## src/rtl/plv_pkg.sv

```systemverilog
package plv_pkg;
  localparam int CODE_W  = 8;
  localparam int STATE_W = 4;
  localparam int NUM_PAT = 10;
  localparam int RUNGS   = 8;
  localparam int SEG_W   = 7;
  localparam logic [STATE_W-1:0] STATE_NONE = '1;

  typedef enum logic [1:0] {
    SUP_5V0 = 2'd0,
    SUP_4V5 = 2'd1,
    SUP_3V0 = 2'd2
  } supply_e;

  // Upper limit of ladder rung idx; first rung not exceeded wins.
  function automatic logic [CODE_W-1:0] rung_limit(supply_e sup, int idx);
    logic [CODE_W-1:0] lim;
    case (idx)
      0: lim = 8'd10;
      1: lim = (sup == SUP_3V0) ? 8'd40 : (sup == SUP_4V5) ? 8'd47 : 8'd43;
      2: lim = 8'd57;
      3: lim = 8'd70;
      4: lim = (sup == SUP_3V0) ? 8'd130 : (sup == SUP_4V5) ? 8'd108 : 8'd99;
      5: lim = 8'd185;
      6: lim = 8'd202;
      default: lim = 8'd240;
    endcase
    return lim;
  endfunction

  function automatic logic [7:0] seg_pattern(logic [STATE_W-1:0] st);
    logic [7:0] p;
    case (st)
      4'd0: p = 8'h10;
      4'd1: p = 8'h7E;
      4'd2: p = 8'hC6;
      4'd3: p = 8'hB0;
      4'd4: p = 8'h80;
      4'd5: p = 8'h08;
      4'd6: p = 8'hCA;
      4'd7: p = 8'h0C;
      4'd8: p = 8'h02;
      4'd9: p = 8'hE6;
      default: p = 8'h00;
    endcase
    return p;
  endfunction
endpackage

```

## src/rtl/plv_supply_latch.sv

```systemverilog
module plv_supply_latch
  import plv_pkg::*;
#(
  parameter int REF_W       = CODE_W,
  parameter int REF_3V0_MIN = 150,
  parameter int REF_4V5_MIN = 130
) (
  input  logic             clk_i,
  input  logic             rst_ni,
  input  logic             ref_valid_i,
  input  logic [REF_W-1:0] ref_code_i,
  output logic             sup_ok_o,
  output supply_e          sup_o
);
  localparam logic [REF_W-1:0] LIM_3V0 = REF_W'(REF_3V0_MIN);
  localparam logic [REF_W-1:0] LIM_4V5 = REF_W'(REF_4V5_MIN);

  supply_e sup_d;

  always_comb begin
    if (ref_code_i >= LIM_3V0)      sup_d = SUP_3V0;
    else if (ref_code_i >= LIM_4V5) sup_d = SUP_4V5;
    else                            sup_d = SUP_5V0;
  end

  always_ff @(posedge clk_i or negedge rst_ni) begin
    if (!rst_ni) begin
      sup_ok_o <= 1'b0;
      sup_o    <= SUP_5V0;
    end else if (ref_valid_i && !sup_ok_o) begin
      sup_ok_o <= 1'b1;
      sup_o    <= sup_d;
    end
  end
endmodule

```

## src/rtl/plv_ladder.sv

```systemverilog
module plv_ladder
  import plv_pkg::*;
(
  input  logic [CODE_W-1:0]  code_i,
  input  supply_e            sup_i,
  output logic [STATE_W-1:0] state_o
);
  logic [RUNGS-1:0] hit;

  for (genvar g = 0; g < RUNGS; g++) begin : g_rung
    assign hit[g] = (code_i <= rung_limit(sup_i, g));
  end

  always_comb begin
    state_o = STATE_W'(RUNGS);
    for (int i = RUNGS - 1; i >= 0; i--) begin
      if (hit[i]) state_o = STATE_W'(i);
    end
  end
endmodule

```

## src/rtl/plv_seg_map.sv

```systemverilog
module plv_seg_map
  import plv_pkg::*;
(
  input  logic [STATE_W-1:0] state_i,
  output logic [SEG_W-1:0]   seg_o
);
  logic [7:0] pat;
  assign pat   = seg_pattern(state_i);
  assign seg_o = pat[7:1];
endmodule

```

## src/rtl/probe_level_classifier.sv

```systemverilog
module probe_level_classifier
  import plv_pkg::*;
(
  input  logic               clk_i,
  input  logic               rst_ni,
  input  logic               ref_valid_i,
  input  logic [CODE_W-1:0]  ref_code_i,
  input  logic               smp_valid_i,
  input  logic [CODE_W-1:0]  smp_code_i,
  output logic [SEG_W-1:0]   seg_o,
  output logic [STATE_W-1:0] state_o,
  output logic               state_chg_o
);
  logic               sup_ok;
  supply_e            sup_cls;
  logic [STATE_W-1:0] new_state;
  logic [SEG_W-1:0]   new_seg;
  logic               take;

  plv_supply_latch u_sup (
    .clk_i       (clk_i),
    .rst_ni      (rst_ni),
    .ref_valid_i (ref_valid_i),
    .ref_code_i  (ref_code_i),
    .sup_ok_o    (sup_ok),
    .sup_o       (sup_cls)
  );

  plv_ladder u_ladder (
    .code_i  (smp_code_i),
    .sup_i   (sup_cls),
    .state_o (new_state)
  );

  plv_seg_map u_seg (
    .state_i (new_state),
    .seg_o   (new_seg)
  );

  // Samples count only once the class was latched on an earlier edge.
  assign take = smp_valid_i && sup_ok && (new_state != state_o);

  always_ff @(posedge clk_i or negedge rst_ni) begin
    if (!rst_ni) begin
      state_o     <= STATE_NONE;
      seg_o       <= '0;
      state_chg_o <= 1'b0;
    end else begin
      state_chg_o <= take;
      if (take) begin
        state_o <= new_state;
        seg_o   <= new_seg;
      end
    end
  end
endmodule

```

## config.mk

```make
export PLATFORM = sky130hd
export DESIGN_NAME = probe_level_classifier
export DESIGN_NICKNAME = d
export VERILOG_FILES = /design/src/rtl/plv_pkg.sv /design/src/rtl/plv_supply_latch.sv /design/src/rtl/plv_ladder.sv /design/src/rtl/plv_seg_map.sv /design/src/rtl/probe_level_classifier.sv
export SDC_FILE = /design/constraint.sdc
export NUM_CORES = 1
export LEC_CHECK = 0
export ABC_AREA = 1
export BUFFER_PORTS_ARGS = -buffer_cell sky130_fd_sc_hd__buf_2
export CORE_ASPECT_RATIO = 0.9
export CORE_MARGIN = 8
export CORE_UTILIZATION = 35
export CTS_BUF_LIST = sky130_fd_sc_hd__clkbuf_4 sky130_fd_sc_hd__clkbuf_8
export CTS_CLUSTER_SIZE = 8
export DETAILED_ROUTE_END_ITERATION = 10
export PLACE_DENSITY = 0.53
export SLEW_MARGIN = 40
export SYNTH_ARGS = -nofsm -noshare
export SYNTH_HDL_FRONTEND = slang
export SYNTH_HIERARCHICAL = 1
export SYNTH_SLANG_ARGS = --single-unit
```

## constraint.sdc

```tcl
create_clock -name clk_i -period 2.84 [get_ports clk_i]
set_clock_uncertainty 0.05 [all_clocks]
set_input_delay 0.142 -clock clk_i [delete_from_list [all_inputs] [get_ports clk_i]]
set_output_delay 0.142 -clock clk_i [all_outputs]
set_load 0.1 [all_outputs]
```

==> run summary <==
- finished clean — run status
- u_sup/sup_o[0] — origin of the critical flop-to-flop path
- 0 — fin. max-slew vios
- 0 — DRC errors left
- flop — Worst setup SP type
- 62 — first-iteration detailed-routing DRC count
- 0 — Max Cap Viol
- 10.2 µm — detail-routed net length per standard cell
- 10.1% — Tot GR Track Use
- 57.0% — Net Sw Frac
- 1464 — vias after detailed routing
- 16 — pin count of the biggest net entering global routing
- 4020 µm² — core region area
- 29.3% — Area growth syn-to-layout
- 26.5% — fraction of the yosys area taken by sequential cells
- 2690 µm — half-perimeter wire length after detailed placement
- 64.1% — share of power burned in combinational logic
- 6 — synth warn
- 1430 µm² — area of the mapped netlist
- 35.7% — initial core utilization
- 1 — H-tree lvl count
- 2920 ps — required time at the worst-slack endpoint
- 7 — top fanout value on the critical path
- sky130_fd_sc_hd__nand2_1 (21%), sky130_fd_sc_hd__dfrtp_1 (19%), sky130_fd_sc_hd__ha_1 (12%) — top post-synthesis cells by area
- 5640 µm — global-route wire length before repair
- flop — kind of end point of the critical path
- 385 MHz — fmax
- 240 ps — Worst Setup Slack, final
- 0 — remaining antenna violation count
- 232 — post-synthesis cell count
- 250 ps — worst-skew pair later-pin latency
- 380 ps — critical path's largest stage delay
- 2680 ps — Arrival @ worst endpoint
- sky130_fd_sc_hd__dfrtp_1 — library cell contributing the largest single delay on the critical path
- 28.5% — proportion of layout cells with a drive suffix above 1
- 0 — final count of negative-setup-slack endpoints
- 800 µW — net switching power
- 15 — post-synthesis register bit count
- 23.2% — relative contribution of sequential cells to total power
- sky130_fd_sc_hd__nand2_1 — most numerous cell on the critical path
- 0 — leftover overflow at the end of global routing
- 48.8 ps — worst slack, placed
- 2600 ps — minimum clock period after layout
- 22 — number of placement rows
- 1710 µm — routed metal-1 wire length
- 1380 µm — wire length on met2
- 1.06 nW — leakage power of the design
- buf_4 > ha_4 > ha_1 > nand2_1 > nand2_1 > nand2_1 > nand2_1 > nand2_1 > nand2_1 > nand2_2 > nor2_1 > nor2_1 > nor2_1 > buf_4 > inv_1 > nand2_1 > nand2_1 > nor2_2 > nand2_2 > buf_4 > nand3_1 > nand2_1 — Cell Chain, Critical Path
- 0 ps — post-route setup TNS
- flop to flop — Setup CP Type
- 4 — Pre-antenna DRT Iters
- u_sup/sup_o[0] — Critical Path Start
- sky130_fd_sc_hd__clkbuf_8 — clock root buffer
- 3290 µm — aggregate routed wire length
- 58.6 ps — Worst Hold Margin
- input pin to flop — class of the most critical hold timing path
- 32 — Boundary Pins
- 66.9% — worst slew slack as a fraction of its limit
- 6.18 µm² — Synth Area per Inst
- 1345 — via count of the first global-routing pass
- 0 — diodes inserted
- 500 ps — transition time at the pin with the least slew margin
- 50 ps — post-CTS clock slew at the launch and capture registers of the worst setup and hold paths
- sky130_fd_sc_hd__nand2_1 — most common cell after layout, fill and taps aside
- 1680 µm² — instance area after placement
- 266 — Post-Syn Nets
- ref_valid_i — launch instance of the worst min-delay path
- 46.1% — post-layout utilization of the core
- 4.55 — vias per std cell
- true — unrepaired setup endpoints after global routing
- 0 — final hold vios
- 315 — cell count after placement
- 76.7 µm — Vert. Die Dim
- 91.6% — period utilization
- 30 — number of port buffers
- 322 — number of standard cells in the final layout excluding fillers
- 15 — number of clock sinks seen by CTS
- 0.361 mV — Max IR drop VDD
- 0 — number of antenna violations at the first check in global routing
- yes — clock tree from TritonCTS
- 174 µm — routed length on met3
- met4 — highest routing layer actually used
- 23 — count of different cell masters after synthesis
- sky130_fd_sc_hd__nand2_1 — cell taking the most area after synthesis
- 605 µW — cell-internal power
- 0.830 — routability cong.
- sky130_fd_sc_hd__nand2_1 (79), sky130_fd_sc_hd__inv_1 (35), sky130_fd_sc_hd__buf_2 (30), sky130_fd_sc_hd__nand3_1 (26), sky130_fd_sc_hd__nor2_1 (18) — commonest non-fill, non-tap cells in the layout
- 2 — buffer depth of the longest clock path
- 758 nW/µm² — power density cells
- 12.7% — clock group share of total power
- 21.5% — area share of the largest cell type after synthesis
- 309 — Layout Nets
- 83.5 µm — Die Span X
- 6400 µm² — floorplan die area
- 1850 µm² — final non-filler cell area
- 1.40 mW — total power
- 3 — TritonCTS buffer count
## cell usage after synthesis, drive strengths merged
cell type,instances
nand3b,1
nand3,26
o21ai,5
a21o,1
nor2,26
dfstp,4
nor3,2
dfrtp,11
inv,40
a21oi,8
or2,1
nand4,3
ha,14
buf,3
nand2,87
## flip-flops by register name, indices dropped and copies added (netlist names)
signal / flops
seg_o: 7
state_o: 4
u_sup/sup_o: 2
state_chg_o: 1
u_sup/sup_ok_o: 1
## layer usage
| metal | vias up | GRT usage, % |
|---|---|---|
| li1 | 806 | - |
| met1 | 627 | 13.0 |
| met2 | 29 | 16.3 |
| met3 | 2 | 2.43 |
| met4 | 0 | 2.59 |
| met5 | - | 0 |
## power groups by stage
| stage | Sequential [mW] | Clock, mW | Combinational, mW |
|---|---|---|---|
| 4_1_cts | 0.327 | 0.183 | 0.859 |
| 3_5_place_dp | 0.331 | 0 | 0.856 |
| 3_3_place_gp | 0.329 | 0 | 0.855 |
| 5_1_grt | 0.336 | 0.197 | 0.969 |
| 2_1_floorplan | 0.763 | 0 | 0.257 |
| 6_report | 0.326 | 0.179 | 0.900 |
## what timing repair did
| action | 4_1_cts | 5_1_grt |
|---|---|---|
| setup buffers | 0 | 2 |
| resized for setup | 0 | 22 |
| endpoints found under the setup margin | 0 | 12 |
| endpoints found under the hold margin | 11 | 0 |
| hold buffers | 1 | 0 |
## kinds of logic after synthesis
family,after synthesis,synth area share (%)
buf+inv,43,11.9
compound gates,14,5.85
fa+ha+maj,14,12.2
flops,15,26.5
simple gates,146,43.5
## area by class of cell
| type | count | area, µm² |
|---|---|---|
| Fill cell | 434 | 2160 |
| Multi-Input combinational cell | 174 | 980 |
| Sequential cell | 15 | 380 |
| Timing Repair Buffer | 41 | 235 |
| Inverter | 40 | 150 |
| Tap cell | 48 | 60.1 |
| Clock buffer | 4 | 48.8 |
## critical path, delay by kind of cell (launching register included)
family	cells	cell delay, ps
and+or+nand+nor	16	1090
buffers and inverters	4	510
adders and majority gates	2	450
DFF	1	380
## final timing paths
path | slack [ps] | cells after the start | end
max in group asynchronous | 2160 | 2 | state_o[3]
min | 60 | 2 | u_sup/sup_ok_o
max | 240 | 22 | seg_o[4]
max reg2reg | 240 | 22 | seg_o[4]
min reg2reg | 420 | 2 | seg_o[5]
min in group asynchronous | 280 | 2 | seg_o[3]
(Power assumes the default switching activity.)
